`src/rtl/xmd_unit.sv`:
```
module xmd_unit (
  input  logic        clk,
  input  logic        rst_n,
  input  logic        start,
  input  logic [1:0]  op,
  input  logic [15:0] d_in,
  input  logic [15:0] x_in,
  input  logic [15:0] y_in,
  output logic [15:0] d_out,
  output logic [15:0] x_out,
  output logic [15:0] y_out,
  output logic        d_we,
  output logic        x_we,
  output logic        y_we,
  output logic        n_out,
  output logic        z_out,
  output logic        v_out,
  output logic        c_out,
  output logic [3:0]  flag_we,
  output logic        done
);
  localparam logic [1:0] OP_SDIV16 = 2'd0;
  localparam logic [1:0] OP_UDIV32 = 2'd1;
  localparam logic [1:0] OP_SDIV32 = 2'd2;
  localparam logic [1:0] OP_SMUL   = 2'd3;

  typedef enum logic [1:0] {S_IDLE, S_RUN, S_FIN} st_t;

  st_t         st;
  logic [1:0]  op_q;
  logic [4:0]  cnt;
  logic [31:0] sh_q;
  logic [15:0] rem_q;
  logic [15:0] dvs_q;
  logic        qneg_q, rneg_q, dz_q;

  function automatic logic [15:0] mag16(input logic [15:0] v);
    return v[15] ? 16'(-v) : v;
  endfunction

  logic signed [31:0] prod;
  logic [31:0]        yd;
  assign prod = $signed(d_in) * $signed(y_in);
  assign yd   = {y_in, d_in};

  logic [16:0] trial;
  logic        fits;
  logic [15:0] diff;
  assign trial = {rem_q, sh_q[31]};
  assign fits  = trial >= {1'b0, dvs_q};
  assign diff  = trial[15:0] - dvs_q;

  logic [31:0]        qmag;
  logic signed [32:0] qs;
  logic [15:0]        rem_s;
  logic               sovf, uovf;
  assign qmag  = (op_q == OP_SDIV16) ? {16'b0, sh_q[15:0]} : sh_q;
  assign qs    = qneg_q ? -$signed({1'b0, qmag}) : $signed({1'b0, qmag});
  assign rem_s = rneg_q ? 16'(-rem_q) : rem_q;
  assign sovf  = (qs > 33'sd32767) || (qs < -33'sd32768);
  assign uovf  = |qmag[31:16];

  always_ff @(posedge clk or negedge rst_n) begin
    if (!rst_n) begin
      st <= S_IDLE; op_q <= '0; cnt <= '0; sh_q <= '0; rem_q <= '0;
      dvs_q <= '0; qneg_q <= 1'b0; rneg_q <= 1'b0; dz_q <= 1'b0;
    end else begin
      case (st)
        S_IDLE: if (start) begin
          op_q  <= op;
          rem_q <= '0;
          dz_q  <= (op != OP_SMUL) && (x_in == 16'd0);
          case (op)
            OP_SDIV16: begin
              sh_q <= {mag16(d_in), 16'b0}; dvs_q <= mag16(x_in);
              qneg_q <= d_in[15] ^ x_in[15]; rneg_q <= d_in[15]; cnt <= 5'd15;
            end
            OP_UDIV32: begin
              sh_q <= yd; dvs_q <= x_in;
              qneg_q <= 1'b0; rneg_q <= 1'b0; cnt <= 5'd31;
            end
            OP_SDIV32: begin
              sh_q <= y_in[15] ? -yd : yd; dvs_q <= mag16(x_in);
              qneg_q <= y_in[15] ^ x_in[15]; rneg_q <= y_in[15]; cnt <= 5'd31;
            end
            default: begin
              sh_q <= prod; dvs_q <= '0;
              qneg_q <= 1'b0; rneg_q <= 1'b0; cnt <= '0;
            end
          endcase
          st <= ((op == OP_SMUL) || (x_in == 16'd0)) ? S_FIN : S_RUN;
        end
        S_RUN: begin
          rem_q <= fits ? diff : trial[15:0];
          sh_q  <= {sh_q[30:0], fits};
          if (cnt == 5'd0) st <= S_FIN;
          else cnt <= cnt - 5'd1;
        end
        default: st <= S_IDLE;
      endcase
    end
  end

  always_ff @(posedge clk or negedge rst_n) begin
    if (!rst_n) begin
      d_out <= '0; x_out <= '0; y_out <= '0;
      d_we <= 1'b0; x_we <= 1'b0; y_we <= 1'b0;
      n_out <= 1'b0; z_out <= 1'b0; v_out <= 1'b0; c_out <= 1'b0;
      flag_we <= '0; done <= 1'b0;
    end else begin
      done <= 1'b0; d_we <= 1'b0; x_we <= 1'b0; y_we <= 1'b0; flag_we <= '0;
      if (st == S_FIN) begin
        done <= 1'b1;
        if (dz_q) begin
          c_out <= 1'b1;
          flag_we <= 4'b0001;
        end else if (op_q == OP_SMUL) begin
          d_out <= sh_q[15:0]; y_out <= sh_q[31:16];
          d_we <= 1'b1; y_we <= 1'b1;
          n_out <= sh_q[31]; z_out <= (sh_q == 32'd0); c_out <= sh_q[15];
          flag_we <= 4'b1101;
        end else begin
          d_out <= rem_s; d_we <= 1'b1;
          if (op_q == OP_SDIV16) begin
            x_out <= qs[15:0]; x_we <= 1'b1;
          end else begin
            y_out <= qs[15:0]; y_we <= 1'b1;
          end
          n_out <= qs[15];
          z_out <= (qmag == 32'd0);
          v_out <= (op_q == OP_UDIV32) ? uovf : sovf;
          c_out <= 1'b0;
          flag_we <= 4'b1111;
        end
      end
    end
  end


  done_pulse_chk: assert property (@(posedge clk) disable iff (!rst_n)
    done |=> !done);


  we_with_done_chk: assert property (@(posedge clk) disable iff (!rst_n)
    (d_we || x_we || y_we || (flag_we != 4'b0)) |-> done);


  mul_keeps_v_chk: assert property (@(posedge clk) disable iff (!rst_n)
    (done && op_q == OP_SMUL) |-> !flag_we[1]);


  zero_div_chk: assert property (@(posedge clk) disable iff (!rst_n)
    (st == S_FIN && dz_q) |=> (c_out && !d_we && !x_we && !y_we && $stable(d_out)
                               && $stable(x_out) && $stable(y_out)));


  partial_rem_chk: assert property (@(posedge clk) disable iff (!rst_n)
    (st == S_RUN) |-> (rem_q < dvs_q));


  run_progress_chk: assert property (@(posedge clk) disable iff (!rst_n)
    (st == S_RUN) |=> (st != S_IDLE));
endmodule

```
`config.mk`:
```
export PLATFORM = sky130hd
export DESIGN_NAME = xmd_unit
export DESIGN_NICKNAME = d
export VERILOG_FILES = /design/src/rtl/xmd_unit.sv
export SDC_FILE = /design/constraint.sdc
export NUM_CORES = 1
export LEC_CHECK = 0
export ABC_AREA = 1
export ABC_CLOCK_PERIOD_IN_PS = 2200
export BUFFER_PORTS_ARGS = -buffer_cell sky130_fd_sc_hd__buf_2
export CELL_PAD_IN_SITES_DETAIL_PLACEMENT = 0
export CELL_PAD_IN_SITES_GLOBAL_PLACEMENT = 1
export CORE_ASPECT_RATIO = 0.7
export CORE_MARGIN = 3
export CORE_UTILIZATION = 35
export CTS_CLUSTER_SIZE = 8
export DETAILED_ROUTE_END_ITERATION = 12
export GPL_TIMING_DRIVEN = 0
export PLACE_DENSITY_LB_ADDON = 0.05
export SKIP_LAST_GASP = 1
export SLEW_MARGIN = 20
export SYNTH_ARGS = -nofsm -noshare
export SYNTH_HDL_FRONTEND = slang
export SYNTH_SLANG_ARGS = --single-unit
```
`constraint.sdc`:
```
create_clock -name clk -period 2.2 [get_ports clk]
set_clock_uncertainty 0.15 [all_clocks]
set_input_delay 0.55 -clock clk [delete_from_list [all_inputs] [get_ports clk]]
set_output_delay 0.55 -clock clk [all_outputs]
set_load 0.05 [all_outputs]
```
### After elaboration in Yosys (flattened, before gate mapping)

Cells that the tools add are included.

| operators by class | value |
|---|---|
| $add $sub $neg | 7 |
| $mul | 1 |
| magnitude comparators | 3 |
| eq/ne operators | 12 |
| mux-type cells | 45 |
| bitwise operators | 4 |
| reduce and logical (&&, ||, !) cells | 22 |

Operators by type and width:

| kind | number |
|---|---|
| 2-to-1 mux 16 bit | 8 |
| 2-to-1 mux 32 bit | 3 |
| case mux 32 bit (3 select lines) | 1 |
| logical NOT 32 bit | 2 |
| case mux 16 bit (2 select lines) | 2 |
| case mux 32 bit (2 select lines) | 1 |
| negation 16 bit | 3 |
| greater-than comparator 33 x 16 -> 1 bit, second input constant | 1 |
| < comparator 33 x 16 -> 1 bit, second input constant | 1 |
| 2-to-1 mux 33 bit | 1 |
| negation 32 -> 33 bit | 1 |
| multiplier 16 x 16 -> 32 bit | 1 |
| negation 32 bit | 1 |
| case mux 5 bit (2 select lines) | 2 |
| >= comparator 17 x 16 -> 1 bit | 1 |
| logical NOT 16 bit | 1 |
| 2-to-1 mux 1 bit | 16 |
| OR reduction 16 bit | 1 |
| subtractor 16 bit | 1 |
| 2-to-1 mux 5 bit | 2 |
| AND reduction 3 bit | 3 |
| equality test 2 bit, second input constant | 4 |
| 2-to-1 mux 2 bit | 4 |
| 2-to-1 mux 4 bit | 2 |
| other kinds (16) | 31 |

| storage, ports and cells | value |
|---|---|
| bits in registers | 136 |
| input bits | 53 |
| output and inout port bits | 60 |
| logic and storage cells | 115 |

### Logic depth before layout (Yosys ltp)

Gate-level depths: netlist of run 1.

| depth | value |
|---|---|
| depth after elaboration | 7 |
| mapped depth | 31 |
| depth with buffers taken out | 29 |

### Least setup slack after synthesis of run 1

OpenSTA, ideal clock, no wires.

| path | value |
|---|---|
| path kind | input to register |
| from | input port d_in[15] |
| to | register sh_q[29] |
| setup time | 0.121 ns |
| data arrival time | 6.446 ns |
| slack | -4.518 ns |
| cell stages on the path | 26 |
| path buffers | 3 |
| cell sequence | buf_2 -> buf_1 -> clkbuf_1 -> nand2_1 -> fa_1 -> inv_1 -> fa_1 -> fa_1 -> fa_1 -> fa_1 -> inv_1 -> fa_1 -> inv_1 -> ha_1 -> nand2_1 -> nor2_1 -> inv_1 -> nor2_1 -> nand4_1 -> nand3_1 -> a21o_1 -> nand3_1 -> nand3_1 -> nand3_1 -> nand3_1 -> nand2_1 |

| on the way | value |
|---|---|
| word-level cells in the longest chain between the ends | 5 |
| elaborated cells between the ends (all ways) | 7 |

Ends and longest elaborated chain:

| element | line | RTL |
|---|---|---|
| start, declared | 6 | `input logic [15:0] d_in,` |
| parallel branches: the longest is 2 deep, another holds multiplier 16 x 16 -> 32 bit | n/a |  |
| case mux 32 bit (3 select lines) * | 73 | `case (op)` |
| 2-to-1 mux 32 bit * | 69 | `S_IDLE: if (start) begin` |
| case mux 32 bit (2 select lines) * | 68 | `case (st)` |
| end signal, assigned | 75 | `sh_q <= {mag16(d_in), 16'b0}; dvs_q <= mag16(x_in);` |
| end signal, assigned | 79 | `sh_q <= yd; dvs_q <= x_in;` |
| end signal, assigned | 83 | `sh_q <= y_in[15] ? -yd : yd; dvs_q <= mag16(x_in);` |
| end, declared | 32 | `logic [31:0] sh_q;` |

Every way passes the cells marked *. The select of a mux whose other input is x is not followed.
A chain may end at the register's enable or synchronous reset.

### Worst setup path after layout of run 1

| path | value |
|---|---|
| from | input port d_in[15] |
| to | register sh_q[31] |

| on the way | value |
|---|---|
| word-level cells in the longest chain between the ends | 5 |
| elaborated cells between the ends (all ways) | 8 |

Ends and longest elaborated chain:

| element | line |
|---|---|
| parallel branches: the longest is 2 deep, another holds multiplier 16 x 16 -> 32 bit | n/a |
| case mux 32 bit (3 select lines) * | 73 |
| 2-to-1 mux 32 bit * | 69 |
| case mux 32 bit (2 select lines) * | 68 |

Marks and branches as above.

==> results of run 1 <==
cells in the final DEF (no fill, tap or decap), types with 30 or more instances in the layout:
master / count
dfrtp_1: 109
a21oi_1: 78
xor2_1: 42
o21ai_1: 66
ha_1: 51
inv_2: 75
nand2_2: 45
nand2_1: 615
nand3_1: 76
inv_1: 533
buf_6: 42
fa_1: 244
buf_2: 94
nand2_4: 30
ha_4: 53
nor2_1: 151
o21ai_2: 30
clkbuf_16: 34
o21ai_0: 81
buf_4: 153
nand3_2: 34
worst min-delay path by stage:
| stage | from | to | slack (ps) | cells after the start |
|---|---|---|---|---|
| 2_1_floorplan | rst_n | c_out | 100 | 0 |
| 3_3_place_gp | x_out[1] | x_out[1] | 310 | 2 |
| 3_5_place_dp | x_out[9] | x_out[9] | 310 | 2 |
| 4_1_cts | x_in[0] | dvs_q[0] | 250 | 3 |
| 5_1_grt | x_in[0] | dvs_q[0] | 280 | 3 |
| 6_report | x_in[0] | dvs_q[0] | 250 | 3 |
metal layers:
layer / routed length [um] / GRT usage / vias up
met5: 13 / 0 / -
li1: - / - / 9347
met1: 44440 / 0.4667 / 10070
met2: 33720 / 0.3745 / 761
met3: 8390 / 0.07034 / 58
met4: 799 / 0.03252 / 2
registers in the layout, indices dropped and copies added, names as in the netlist:
name     flops
qneg_q       1
rem_q       16
x_we         1
flag_we      2
n_out        1
sh_q        32
y_we         1
st           2
op_q         2
v_out        1
rneg_q       1
x_out       16
z_out        1
dvs_q       16
d_we         1
d_out       16
c_out        1
cnt          5
dz_q         1
y_out       16
tightest hold or removal path: stages:
cell	delay [ps]
buf_6	110
o21ai_0	60
o21ai_0	70
final cells by class:
class / instances / area [um2] / area share
Tap cell: 750 / 938.4 / 0.03433
Clock buffer: 18 / 439.2 / 0.01607
Sequential cell: 133 / 3358 / 0.1229
Clock inverter: 14 / 173.9 / 0.006363
Timing Repair Buffer: 270 / 2044 / 0.07480
Buffer: 128 / 1364 / 0.04990
Multi-Input combinational cell: 1958 / 16610 / 0.6077
Inverter: 628 / 2405 / 0.08798
kinds of logic (layout without fill, tap and decap cells):
| group | count (synthesis) | after routing | share of synthesized area |
|---|---|---|---|
| AOI/OAI and AO/OA | 431 | 431 | 0.1228 |
| xor gates and xnor gates | 77 | 77 | 0.03311 |
| adders and majority gates | 373 | 373 | 0.3225 |
| buffers and inverters | 757 | 1058 | 0.1409 |
| DFF | 133 | 133 | 0.1616 |
| and+or+nand+nor | 1077 | 1077 | 0.2190 |
timing repair:
action                                 CTS  global route
gates resized for setup                355           255
endpoints found under the hold margin   56             0
setup endpoints to repair              108           103
cloned                                   3             0
hold buffers                             1             0
pin swaps                              124           144
buffers inserted                       113            59
per-stage QoR:
step	utilization	instance area [um2]	instances	setup WS [ps]	setup TNS, ps
6_report	0.4758	27330	3899	-4027	-96280
5_1_grt	0.4758	27330	3899	-4152	-103000
4_1_cts	0.4548	26130	3845	-3962	-93650
3_5_place_dp	0.4038	23200	3697	-5125	-147880
3_3_place_gp	0.4032	23160	3696	-5151	-350550
2_1_floorplan	-	21730	2848	-3599	-84240
==> impl_metrics.ini, run 1 <==
[clocking]
cts_made_buffers = 17
cts_root_buffer = clkbuf_16
cts.sinks = 133
clk_latency_ps = 440
cts_tree = built
htreeDepth = 4
clk_pin_slew_ps = 70
cts_buffer_depth = 2

[yosys]
synth_cell_type_count = 58
synth_seq_area_share = 0.1616
synth.avg_cell_area_um2 = 7.231
syn-num-nets = 3274
ys.flop_type = dfrtp_1
syn-cell-area_um2 = 20590
yosysMostFrequentCell = nand2_1
synth.area.top_cells = fa_1 (26%), dfrtp_1 (16%), nand2_1 (12%)
ys_seq_elements = 133
syn_inst = 2848
synth_commonest_cells = nand2_1 (684), inv_1 (613), fa_1 (263)
async_flop_share = 1.000
synth_area_leader_cell = fa_1
synth_edf_count = 0
synth_top_area_share = 0.2557
yosys_warnings = 0

[worst_setup_path]
cp_max_fo = 6
path_buf_inv = 12
cpMaxStageDelayCell = fa_2
endpoint = sh_q[31]
slowest_delay_ps = 640
critPathLaunch = d_in[15]
crit_type = input pin to register
startpoint_type = input pin
worst_r2r_endpoint = v_out
cp_data_required_time_ps = 2380
cp.arrival_ps = 6410
worst_r2r_path_depth = 14
r2r_slack_ps = -350
end_kind = register
cp_top_family = adder cells
r2r-start = sh_q[11]
cp.depth = 29

[sta]
finalCriticalPeriod_ps = 6227
rsz0062_at_grt = yes
maxSlewViolCount = 0
hold_violations = 0
relSlewSlack = 0.3450
clock.fmax_ghz = 0.1606
min_period_over_period = 2.831
worst_hold_slack_ps = 246.8
tightest_slew_ps = 982.5
finalSetupViolations = 48
worst_slack_ps = -4027

[route]
drt_iter0_markers = 1891
drtAntennaViolNets = 0
vias = 20240
wl_per_cell_um = 22.41
drc_errors = 0
dr.pass1.iters = 5
wl_mm = 87.37
avgViaCountPerCell = 5.192

[worst_hold_path]
hold_class = input pin to register

[placement]
gp_congestion = 0.9635
io_buffer_count = 98
dp_hpwl_mm = 69.07

[layout]
drive_above_1_share = 0.2823
fill_cells = 5773
finish.net_count = 3562
num_antenna_cells = 0
syn2layout_area_growth_pct = 32.72

[global_route]
grt_pass1_vias = 20090
track_usage = 0.2836
grt_pass1_wl_mm = 129.9
grt_antenna_before_repair = 4
overflow = 0
grt_max_degree = 78

[flow_run]
drv_cap = 0

[floorplanning]
die_width_um = 295.9
die_h_um = 209.0
fp.dieArea_um2 = 61830
ioPinCount = 113
initial_core_util = 0.3585
placementRows = 73
core-area_um2 = 57450

[outcome]
violations = negative setup slack
status = complete, but fails checks
Power of run 1 is not shown: default switching activity piles up to over one toggle a cycle in this logic, so the estimate is an artifact.
==> run 2: changes to the inputs <==
--- a/config.mk
+++ b/config.mk
@@ -17,6 +17,7 @@
 export DETAILED_ROUTE_END_ITERATION = 12
 export GPL_TIMING_DRIVEN = 0
 export PLACE_DENSITY_LB_ADDON = 0.05
+export REMOVE_ABC_BUFFERS = 1
 export SKIP_LAST_GASP = 1
 export SLEW_MARGIN = 20
 export SYNTH_ARGS = -nofsm -noshare
==> impl_metrics.ini, run 2 (synthesis results as in run 1) <==
[outcome]
status = complete, but fails checks
violations = negative setup slack

[layout]
largest_register_ffs = 32
drive_above_1_share = 0.3095
final_area_um2 = 27970
finish.net_count = 3512
max_flop_register = sh_q
fill_cells = 5605
syn2layout_area_growth_pct = 35.83
num_antenna_cells = 0
mostFrequentLayoutCell = nand2_1
final_cell_mix = nand2_1 (580), inv_1 (508), fa_1 (239), buf_4 (158), nor2_1 (135)

[global_route]
track_usage = 0.2596
grt_antenna_before_repair = 1
grt_pass1_wl_mm = 121.2
grt_max_degree = 82
overflow = 0
grt_pass1_vias = 19520

[sta]
tightest_slew_ps = 864.1
rsz0062_at_grt = yes
relSlewSlack = 0.4179
hold_violations = 0
maxSlewViolCount = 0
min_period_over_period = 2.599
finalSetupViolations = 47
clock.fmax_ghz = 0.1749
tns_ps = -85840
finalCriticalPeriod_ps = 5717
worst_slack_ps = -3517

[route]
vias = 19730
drc_errors = 0
drtAntennaViolNets = 0
wl_mm = 80.90
drt_iter0_markers = 1618
dr.pass1.iters = 5
avgViaCountPerCell = 5.127
wl_per_cell_um = 21.02

[clocking]
cts.sinks = 133
cts_made_buffers = 17
htreeDepth = 4
cts_tree = built
cts_root_buffer = clkbuf_16
cts_buffer_depth = 2
clk_pin_slew_ps = 70
clk_latency_ps = 440

[flow_run]
drv_cap = 0

[floorplanning]
initial_core_util = 0.3585
placementRows = 73
ioPinCount = 113
core-area_um2 = 57450
die_width_um = 295.9
die_h_um = 209.0
fp.dieArea_um2 = 61830

[worst_setup_path]
startpoint_type = input pin
cp_data_required_time_ps = 2360
crit_type = input pin to register
cp.arrival_ps = 5880
end_kind = register
cp_max_fo = 4
worst_r2r_path_depth = 16

[placement]
io_buffer_count = 112
dp_hpwl_mm = 54.81
gp_congestion = 0.9013
placed_area_um2 = 21660

[worst_hold_path]
hold_class = input pin to register
holdPathStages = 3
[run 2: worst paths after layout]
kind | to | from | slack [ps]
max | sh_q[27] | y_in[15] | -3520
min | dvs_q[0] | x_in[0] | 260
max reg2reg | v_out | op_q[1] | -270
min reg2reg | x_out[1] | x_out[1] | 320
max in group asynchronous | rem_q[0] | rst_n | 610
min in group asynchronous | y_out[13] | rst_n | 470
[run 2: area by class of cell]
type | instances | area, um2 | area share
inverter | 628 | 2482 | 0.08874
clock buffer | 18 | 429.2 | 0.01534
timing repair inverter | 2 | 15.01 | 0.0005367
timing repair buffer | 339 | 3611 | 0.1291
tap | 750 | 938.4 | 0.03355
clock inverter | 14 | 143.9 | 0.005144
sequential | 133 | 3368 | 0.1204
multi-input combinational | 1965 | 16990 | 0.6072
[run 2: through the flow]
| step | worst slack, ps | hold WS, ps | utilization | instances |
|---|---|---|---|---|
| final | -3517 | 259.8 | 0.4869 | 3849 |
| after global routing | -3688 | 277.4 | 0.4869 | 3849 |
| after CTS | -3556 | 281.8 | 0.4554 | 3774 |
| after detailed placement | -5817 | 316.2 | 0.3770 | 3584 |
| after global placement | -5888 | 310.1 | 0.3751 | 3581 |
| after floorplan | -3751 | 104.4 | - | 2719 |
[run 2: timing repair]
item / 4_1_cts / 5_1_grt
hold buffers: 1 / 0
pin swaps: 205 / 252
gates cloned: 22 / 4
setup buffers: 135 / 75
endpoints found under the hold margin: 52 / 0
gates resized for setup: 641 / 322
endpoints found under the setup margin: 128 / 109
[run 2: routing by layer]
layer	wire length (um)	up-vias	share of wire	track usage
met2	32260	553	0.40	0.3532
met5	13	-	0.00016	0
met4	705	2	0.0087	0.03013
li1	-	9281	-	-
met3	6007	48	0.074	0.04824
met1	41910	9848	0.52	0.4286
[run 2: critical path, cell delays in order]
cell	delay [ps]
buf_16	90
clkinvlp_4	120
buf_12	150
clkbuf_16	160
nor2_4	90
fa_1	450
fa_2	590
fa_1	450
fa_2	500
fa_1	490
inv_1	50
fa_1	500
inv_2	50
ha_4	320
nand2_4	60
nor2_4	120
inv_2	70
nor2_4	90
nand4_1	140
nand3_2	140
a21o_1	190
xor2_2	110
o21ai_4	270
nand3_2	100
Power of run 2 is left out for the same reason.
